## src/rtl/fpmm_pkg.sv

```systemverilog
package fpmm_pkg;

    localparam int unsigned ELEM_W    = 32;
    localparam int unsigned EXP_W     = 8;
    localparam int unsigned FRAC_W    = 23;
    localparam int unsigned DNAN_BIT  = 25;
    localparam int unsigned QUIET_BIT = 22;
    localparam logic [ELEM_W-1:0] CANON_QNAN = 32'h7FC0_0000;

    typedef struct packed {
        logic              sign;
        logic [EXP_W-1:0]  expo;
        logic [FRAC_W-1:0] frac;
    } fp32_t;

    typedef enum logic {
        SEL_MAX = 1'b0,
        SEL_MIN = 1'b1
    } sel_e;

    typedef enum logic {
        NAN_PASS  = 1'b0,
        NAN_CANON = 1'b1
    } nan_pol_e;

    // Exponent all ones with a non-zero fraction.
    function automatic logic f_is_nan(input fp32_t x);
        return (x.expo == '1) && (x.frac != '0);
    endfunction

    // Sets the quiet bit of a NaN and keeps its sign and payload.
    function automatic fp32_t f_quiet(input fp32_t x);
        fp32_t q;
        q = x;
        q.frac[QUIET_BIT] = 1'b1;
        return q;
    endfunction

    // Strict sign-magnitude ordering of two non-NaN values; -0 is below +0.
    function automatic logic f_below(input fp32_t a, input fp32_t b);
        logic [ELEM_W-2:0] ma;
        logic [ELEM_W-2:0] mb;
        ma = {a.expo, a.frac};
        mb = {b.expo, b.frac};
        if (a.sign != b.sign)
            return a.sign;
        else if (a.sign)
            return ma > mb;
        else
            return ma < mb;
    endfunction

endpackage

```

## src/rtl/fpmm_lane.sv

```systemverilog
module fpmm_lane
    import fpmm_pkg::*;
(
    input  logic       en,
    input  sel_e       sel,
    input  nan_pol_e   pol,
    input  fp32_t      a,
    input  fp32_t      b,
    output fp32_t      y
);
    logic  a_nan;
    logic  b_nan;
    logic  a_low;
    fp32_t nan_out;
    fp32_t ord_out;

    always_comb begin
        a_nan = f_is_nan(a);
        b_nan = f_is_nan(b);
        a_low = f_below(a, b);
    end

    // NaN path: canonical value, or operand A's NaN ahead of B's.
    always_comb begin
        if (pol == NAN_CANON)
            nan_out = fp32_t'(CANON_QNAN);
        else if (a_nan)
            nan_out = f_quiet(a);
        else
            nan_out = f_quiet(b);
    end

    // Ordered path.
    always_comb begin
        unique case (sel)
            SEL_MAX: ord_out = a_low ? b : a;
            SEL_MIN: ord_out = a_low ? a : b;
            default: ord_out = a;
        endcase
    end

    always_comb begin
        if (!en)
            y = '0;
        else if (a_nan || b_nan)
            y = nan_out;
        else
            y = ord_out;
    end

endmodule

```

## src/rtl/fpmm_lane_array.sv

```systemverilog
module fpmm_lane_array
    import fpmm_pkg::*;
#(
    parameter int unsigned LANES = 4
)(
    input  logic                    wide,
    input  sel_e                    sel,
    input  nan_pol_e                pol,
    input  logic [LANES*ELEM_W-1:0] va,
    input  logic [LANES*ELEM_W-1:0] vb,
    output logic [LANES*ELEM_W-1:0] vy
);
    localparam int unsigned NARROW_LANES = (LANES > 1) ? LANES / 2 : 1;

    for (genvar g = 0; g < LANES; g++) begin : g_lane
        logic  lane_en;
        fp32_t ly;

        if (g < NARROW_LANES) begin : g_low
            assign lane_en = 1'b1;
        end else begin : g_high
            assign lane_en = wide;
        end

        fpmm_lane u_lane (
            .en  (lane_en),
            .sel (sel),
            .pol (pol),
            .a   (fp32_t'(va[g*ELEM_W +: ELEM_W])),
            .b   (fp32_t'(vb[g*ELEM_W +: ELEM_W])),
            .y   (ly)
        );

        assign vy[g*ELEM_W +: ELEM_W] = ly;
    end

endmodule

```

## src/rtl/fpmm_unit.sv

```systemverilog
module fpmm_unit
    import fpmm_pkg::*;
#(
    parameter int unsigned LANES = 4
)(
    input  logic                    clk,
    input  logic                    rst,
    input  logic                    in_valid,
    input  logic                    wide,
    input  logic                    op_min,
    input  logic [31:0]             ctrl_word,
    input  logic [LANES*ELEM_W-1:0] opa,
    input  logic [LANES*ELEM_W-1:0] opb,
    output logic                    out_valid,
    output logic [LANES*ELEM_W-1:0] result
);
    localparam int unsigned VEC_W = LANES * ELEM_W;

    sel_e             sel;
    nan_pol_e         pol;
    logic [VEC_W-1:0] lanes_y;

    always_comb begin
        sel = op_min ? SEL_MIN : SEL_MAX;
        pol = ctrl_word[DNAN_BIT] ? NAN_CANON : NAN_PASS;
    end

    fpmm_lane_array #(.LANES(LANES)) u_array (
        .wide (wide),
        .sel  (sel),
        .pol  (pol),
        .va   (opa),
        .vb   (opb),
        .vy   (lanes_y)
    );

    always_ff @(posedge clk) begin
        if (rst) begin
            out_valid <= 1'b0;
            result    <= '0;
        end else begin
            out_valid <= in_valid;
            if (in_valid)
                result <= lanes_y;
        end
    end

endmodule

```

## config.mk

```make
export PLATFORM = sky130hd
export DESIGN_NAME = fpmm_unit
export DESIGN_NICKNAME = d
export VERILOG_FILES = /design/src/rtl/fpmm_pkg.sv /design/src/rtl/fpmm_lane.sv /design/src/rtl/fpmm_lane_array.sv /design/src/rtl/fpmm_unit.sv
export SDC_FILE = /design/constraint.sdc
export NUM_CORES = 1
export LEC_CHECK = 0
export BUFFER_PORTS_ARGS = -buffer_cell sky130_fd_sc_hd__buf_2
export CORE_AREA = 2 2 166 168
export CTS_CLUSTER_SIZE = 28
export DETAILED_ROUTE_END_ITERATION = 6
export DIE_AREA = 0 0 168 170
export GPL_TIMING_DRIVEN = 0
export HOLD_SLACK_MARGIN = 0.1
export PLACE_DENSITY_LB_ADDON = 0.15
export SLEW_MARGIN = 10
export SYNTH_ARGS = -nofsm -noshare
export SYNTH_HDL_FRONTEND = slang
export SYNTH_HIERARCHICAL = 1
export SYNTH_SLANG_ARGS = --single-unit
export TNS_END_PERCENT = 5
```

## constraint.sdc

```tcl
create_clock -name clk -period 3.9 [get_ports clk]
set_input_delay 0.195 -clock clk [delete_from_list [all_inputs] [get_ports clk]]
set_output_delay 0.195 -clock clk [all_outputs]
set_load 0.01 [all_outputs]
```

==> run metrics, run 1 <==
total core area 0.0267 sq mm; initial antenna violation count 5; max-cap viol count 0; slowest CP cell a2111oi_2; FF/Latch Area 0.00258 sq mm; CTS tree yes; Max VDD drop 0.000219 V; DR iter-0 viols 760; Syn Inst Count 1470; synth-to-layout area growth 24.5%; total power draw 4.73 mW; Layout Cells excl Fill 2246; r2r setup slk 3240 ps; post-route ant nets 0; std cell rows 60; Seq/Total Area, Yosys 0.208; # IOs 422; Final min period 2800 ps; Fmax 357 MHz; post-cts resize count 0; drt total wl 39800 um; Crit path top cell by count mux2i_1; fillcell total 2533; commonest cells after routing, fill and taps aside buf_2 (390), mux2i_1 (192), inv_1 (190), nor2_1 (182), ha_1 (132); layout cells sized above 1 0.282; wire length on met3 2890 um; highest metal used met5; gpl congestion 0.926; Nets 2313; total number of vias 12605; Placement Setup Slack 724 ps; period utilization 0.718; Setup Fix Bufs, Post-CTS 0; Least-Margin Pin Slew 763 ps; Buf+Inv Stages, Crit Path 3; mean post-synth cell area 8.46 sq um; arrival time of the worst setup path 3080 ps; slew margin rel. 0.491; number of enable flip-flop cells after synthesis 0; first-pass GRT wire length 61900 um; critical setup path kind primary input to flip-flop; Synth Warn # 6; status finished, final reports clean; number of hold buffers added after CTS 0; total gr overflow 0; RSZ-0062 raised after global routing false; DRC 0; Lkg Pwr 7.96 nW; share of the synthesized area in the top cell type 0.208; Multi-input gate area 0.00849 sq mm; TritonCTS Buffers 17; clk_skew 0 ps; DP Wirelength 31600 um; most common cell after layout, fill and taps aside buf_2; placed cell areas 0.0148 sq mm; Via density 5.61; Avg WL per Cell 17.7 um; cell count of the worst reg-to-reg path 2; Post-Route M1 WL 17100 um; slowest stage delay, CP 580 ps; worst reg2reg endpoint result[84]; hold crit path type primary input to flip-flop; Worst setup EP type flip-flop; CTS sink cnt 129; Critical Path Fanout Max 10; post-route cell area 0.0155 sq mm; power per cell area 306 mW/mm^2; Yosys cell types 61; clk_lat worst skew 410 ps; Root Driver clkbuf_16; CP Launch Point opb[29]; final hold vios 0; Initial Utilization 0.467; Placed Cells 2210; Hold Startpoint rst; Chip Height 170 um; Die X 168 um; CP startpoint kind primary input; Seq cells post-synth 129; Final Max Slew Viols 0; largest net degree at the start of global routing 27; CP cell instances buf_2 -> inv_1 -> ha_1 -> nand4_1 -> nor4_1 -> a2111oi_2 -> o211ai_1 -> or4_4 -> nand4_4 -> buf_12 -> mux2i_1 -> a21boi_1 -> mux2i_1 -> nor2_1; Worst path depth 14; Fin Setup TNS 0 ps; Initial DRT Pass Iterations 5; clk buf depth 2; area leader, netlist dfxtp_1; worst setup path end result[29]; worst path required time 4180 ps; top cells by area, synth dfxtp_1 (21%), mux2i_1 (15%), ha_1 (13%); Cell Area, Synth 0.0124 sq mm; CTS H-tree depth 4; vias in the first global route 12252; IO Port Bufs 388; Clk pin slew, worst setup/hold paths 60 ps; metal2 WL 18800 um; GR Util All Layers 0.268; async set-reset flop share out of synthesis 0; RR Startpoint result[84]; endpoints failing setup 0; CP top delay family simple AND/OR/NAND/NOR gates; Top FF cell, synth dfxtp_1; die area 0.0286 sq mm; setup slack after layout 1100 ps
flip-flops by register name, indices dropped and copies added (netlist names):
register   count
result       128
out_valid      1
layout make-up:
class,count,area share
sequential,129,0.167
clock buffer,17,0.0275
tap,341,0.0275
multi-input combinational,1081,0.548
inverter,190,0.0460
antenna,4,0.000646
buffer,81,0.0447
clock inverter,15,0.0134
timing repair buffer,388,0.125
power breakdown:
group,switching [mW],leakage (nW),total [mW],internal [mW]
sequential,0.0383,1.05,1.43,1.39
combinational,0.833,6.61,1.51,0.678
clock,0.710,0.296,1.79,1.08
total,1.58,7.96,4.73,3.15
per-layer routing:
| layer | track usage | vias up |
|---|---|---|
| met2 | 0.463 | 494 |
| met4 | 0.0957 | 4 |
| met5 | 0 | - |
| met3 | 0.0570 | 67 |
| li1 | - | 6191 |
| met1 | 0.329 | 5849 |
worst min-delay path by stage:
stage,to,slack [ps],cells past startpoint
global route,result[125],170,2
floorplan,result[100],470,4
CTS,result[125],120,2
finish,result[1],140,2
global placement,result[6],470,2
detailed placement,result[76],480,2
cell families after synthesis:
group / Yosys count / share of synthesized area
compound gates: 310 / 0.214
fa+ha+maj: 132 / 0.133
buf+inv: 271 / 0.113
flops: 129 / 0.208
mux: 192 / 0.155
other cells: 1 / 0.000301
simple gates: 435 / 0.178
per-stage QoR:
stage / utilization / hold slack (ps)
global route: 0.581 / 168
floorplan: - / 474
CTS: 0.581 / 125
global placement: 0.557 / 468
finish: 0.581 / 142
detailed placement: 0.557 / 477
synthesized netlist by cell type (all sizes together), types with 4 or more instances:
master and count:
nor2 182, a21boi 24, o311a 18, dfxtp 129
nor3 16, a2111oi 6, o211ai 6, nand4 68
and3 4, nor4 48, a21o 10, nand3b 4
nor2b 9, clkbuf 46, o31a 4, o21bai 4
o21ai 74, a31oi 6, a22oi 4, a211oi 6
mux2i 192, nand3 8, a21oi 46, o32ai 42
nand2 80, buf 35, inv 190, a22o 44
ha 132, and4 8
Note: power is estimated with default switching activity, not from simulation.
==> run 2, diff against run 1 <==
- ABC_AREA: default -> 1
- CORE_AREA: 2 2 166 168 -> default
- CORE_MARGIN: default -> 1.5
- CORE_UTILIZATION: default -> 49
- DIE_AREA: 0 0 168 170 -> default
- clock period: 3.9 -> 2.5 ns (I/O delays scaled with it)
==> run 2 against run 1 <==
Against the previous run: die area grew 7.6%; first-iteration DRC count grew 100%; largest cell class unchanged; clock skew is the same; final area grew 14%; setup slack lost 790 ps; global-route usage grew 6.1 points.
==> run metrics, run 2 <==
Max VDD drop 0.000433 V; final hold vios 0; Nets 3457; Synth Warn # 6; slew margin rel. 0.591; worst path required time 2830 ps; Initial DRT Pass Iterations 6; Syn Inst Count 2622; Die X 175 um; status finished, final reports clean; number of enable flip-flop cells after synthesis 0; worst reg2reg endpoint result[91]; fillcell total 3045; first-pass GRT wire length 81600 um; Root Driver clkbuf_16; std cell rows 62; cell count of the worst reg-to-reg path 2; WHS Path Cells 9; Seq/Total Area, Yosys 0.177; post-route cell area 0.0176 sq mm; Multi-input gate area 0.00940 sq mm; Least-Margin Pin Slew 613 ps; top post-synthesis cells by count nand2_1 (700), inv_1 (442), nor2_1 (349); vias in the first global route 16323; arrival time of the worst setup path 2520 ps; top cells by area, synth nand2_1 (18%), dfxtp_1 (18%), inv_1 (11%); DR iter-0 viols 1528; critical setup path kind primary input to flip-flop; Biggest register result; Critical Path Fanout Max 10; Yosys cell types 31; DRC 0; top-count cell post-synth nand2_1; hold crit path type primary input to flip-flop; RR Startpoint result[91]; gpl congestion 0.942; total number of vias 17869; Top Registers result: 128 flops, out_valid: 1 flops; Lkg Pwr 10.8 nW; Final Max Slew Viols 0; Clk pin slew, worst setup/hold paths 70 ps; DP Wirelength 41400 um; Top FF cell, synth dfxtp_1; CTS tree yes; Final min period 2190 ps; Via density 5.21; largest net degree at the start of global routing 21; CP startpoint kind primary input; mean post-synth cell area 5.55 sq um; GR Util All Layers 0.329; CP top delay family simple AND/OR/NAND/NOR gates; CTS H-tree depth 4; Fmax 457 MHz; power per cell area 435 mW/mm^2; TritonCTS Buffers 17; # IOs 422; Setup Fix Bufs, Post-CTS 0; clk buf depth 2; RSZ-0062 raised after global routing false; Worst setup EP type flip-flop; r2r setup slk 1880 ps; CTS sink cnt 129; Chip Height 175 um; drt total wl 51700 um; max-cap viol count 0; area leader, netlist nand2_1; Cell Area, Synth 0.0146 sq mm; Largest register FFs 128; async set-reset flop share out of synthesis 0; clk_skew 0 ps; Buf+Inv Stages, Crit Path 6; Avg WL per Cell 15.1 um; slowest CP cell ha_1; placed cell areas 0.0170 sq mm; FF/Latch Area 0.00258 sq mm; IO Port Bufs 388; Seq cells post-synth 129; total gr overflow 0; most common cell after layout, fill and taps aside nand2_1; Fin Setup TNS 0 ps; die area 0.0307 sq mm; hold endpoint result[39]; endpoints failing setup 0; Hold Startpoint opb[39]; synth-to-layout area growth 20.8%; Initial Utilization 0.503; Crit path top cell by count nand2_1; period utilization 0.875; post-route ant nets 0; layout cells sized above 1 0.183; clk_lat worst skew 430 ps; WHS 174 ps; commonest cells after routing, fill and taps aside nand2_1 (700), buf_2 (448), inv_1 (442), nor2_1 (349), nand3_1 (264); total core area 0.0289 sq mm; share of the synthesized area in the top cell type 0.181; initial antenna violation count 1; slowest stage delay, CP 290 ps
run 2: worst min-delay path: stages:
cell and delay [ps]:
buf_2 90, nand2_1 40, nand3_1 50, nand2_1 40, inv_1 40, inv_1 30, nand2_1 40, nand2_1 40
nor2_1 70
run 2: through the flow:
| stage | util | cells | setup slack [ps] | power (mW) |
|---|---|---|---|---|
| after floorplan | - | 2623 | 445 | 4.14 |
| after global placement | 0.587 | 3395 | -42.6 | 5.06 |
| after detailed placement | 0.587 | 3395 | -85.9 | 5.11 |
| after CTS | 0.607 | 3428 | 353 | 7.64 |
| after global routing | 0.608 | 3429 | 17.5 | 8.16 |
| final | 0.608 | 3429 | 313 | 7.65 |
run 2: worst max-delay path by stage:
stage / startpoint / endpoint / cells past startpoint
floorplan: opb[30] / result[19] / 24
global placement: opb[30] / result[29] / 24
detailed placement: opb[62] / result[52] / 24
CTS: opb[62] / result[52] / 24
global route: opb[16] / result[28] / 26
finish: opb[30] / result[28] / 25
run 2: final cells by class:
| cell class | count | area share |
|---|---|---|
| clock inverter | 11 | 0.00740 |
| sequential | 129 | 0.147 |
| tap | 384 | 0.0273 |
| clock buffer | 20 | 0.0254 |
| multi-input combinational | 1897 | 0.534 |
| buffer | 139 | 0.0491 |
| inverter | 458 | 0.0978 |
| antenna | 1 | 0.000142 |
| timing repair buffer | 390 | 0.112 |
run 2: layer usage:
layer,GRT usage,vias up,part of all wire,wire [um]
li1,-,9030,-,-
met5,0,-,0,0
met4,0.152,0,0.043,2200
met2,0.541,845,0.45,23100
met3,0.0686,118,0.089,4590
met1,0.412,7876,0.42,21800
run 2: where the power goes:
| part | switching (mW) | leakage (nW) | internal, mW |
|---|---|---|---|
| logic | 1.77 | 9.41 | 1.08 |
| clock network | 1.01 | 0.281 | 1.50 |
| registers | 0.0775 | 1.07 | 2.20 |
| total | 2.87 | 10.8 | 4.78 |
run 2: what timing repair did:
action / CTS / global route
resized for setup: 0 / 1
endpoints found under the setup margin: 0 / 2
hold endpoints to repair: 8 / 0
hold buffers: 2 / 0
run 2: cells by family after synthesis:
family / synth area share
compound gates: 0.119
fa+ha+maj: 0.113
buf+inv: 0.177
flops: 0.177
other cells: 0.000258
simple gates: 0.412
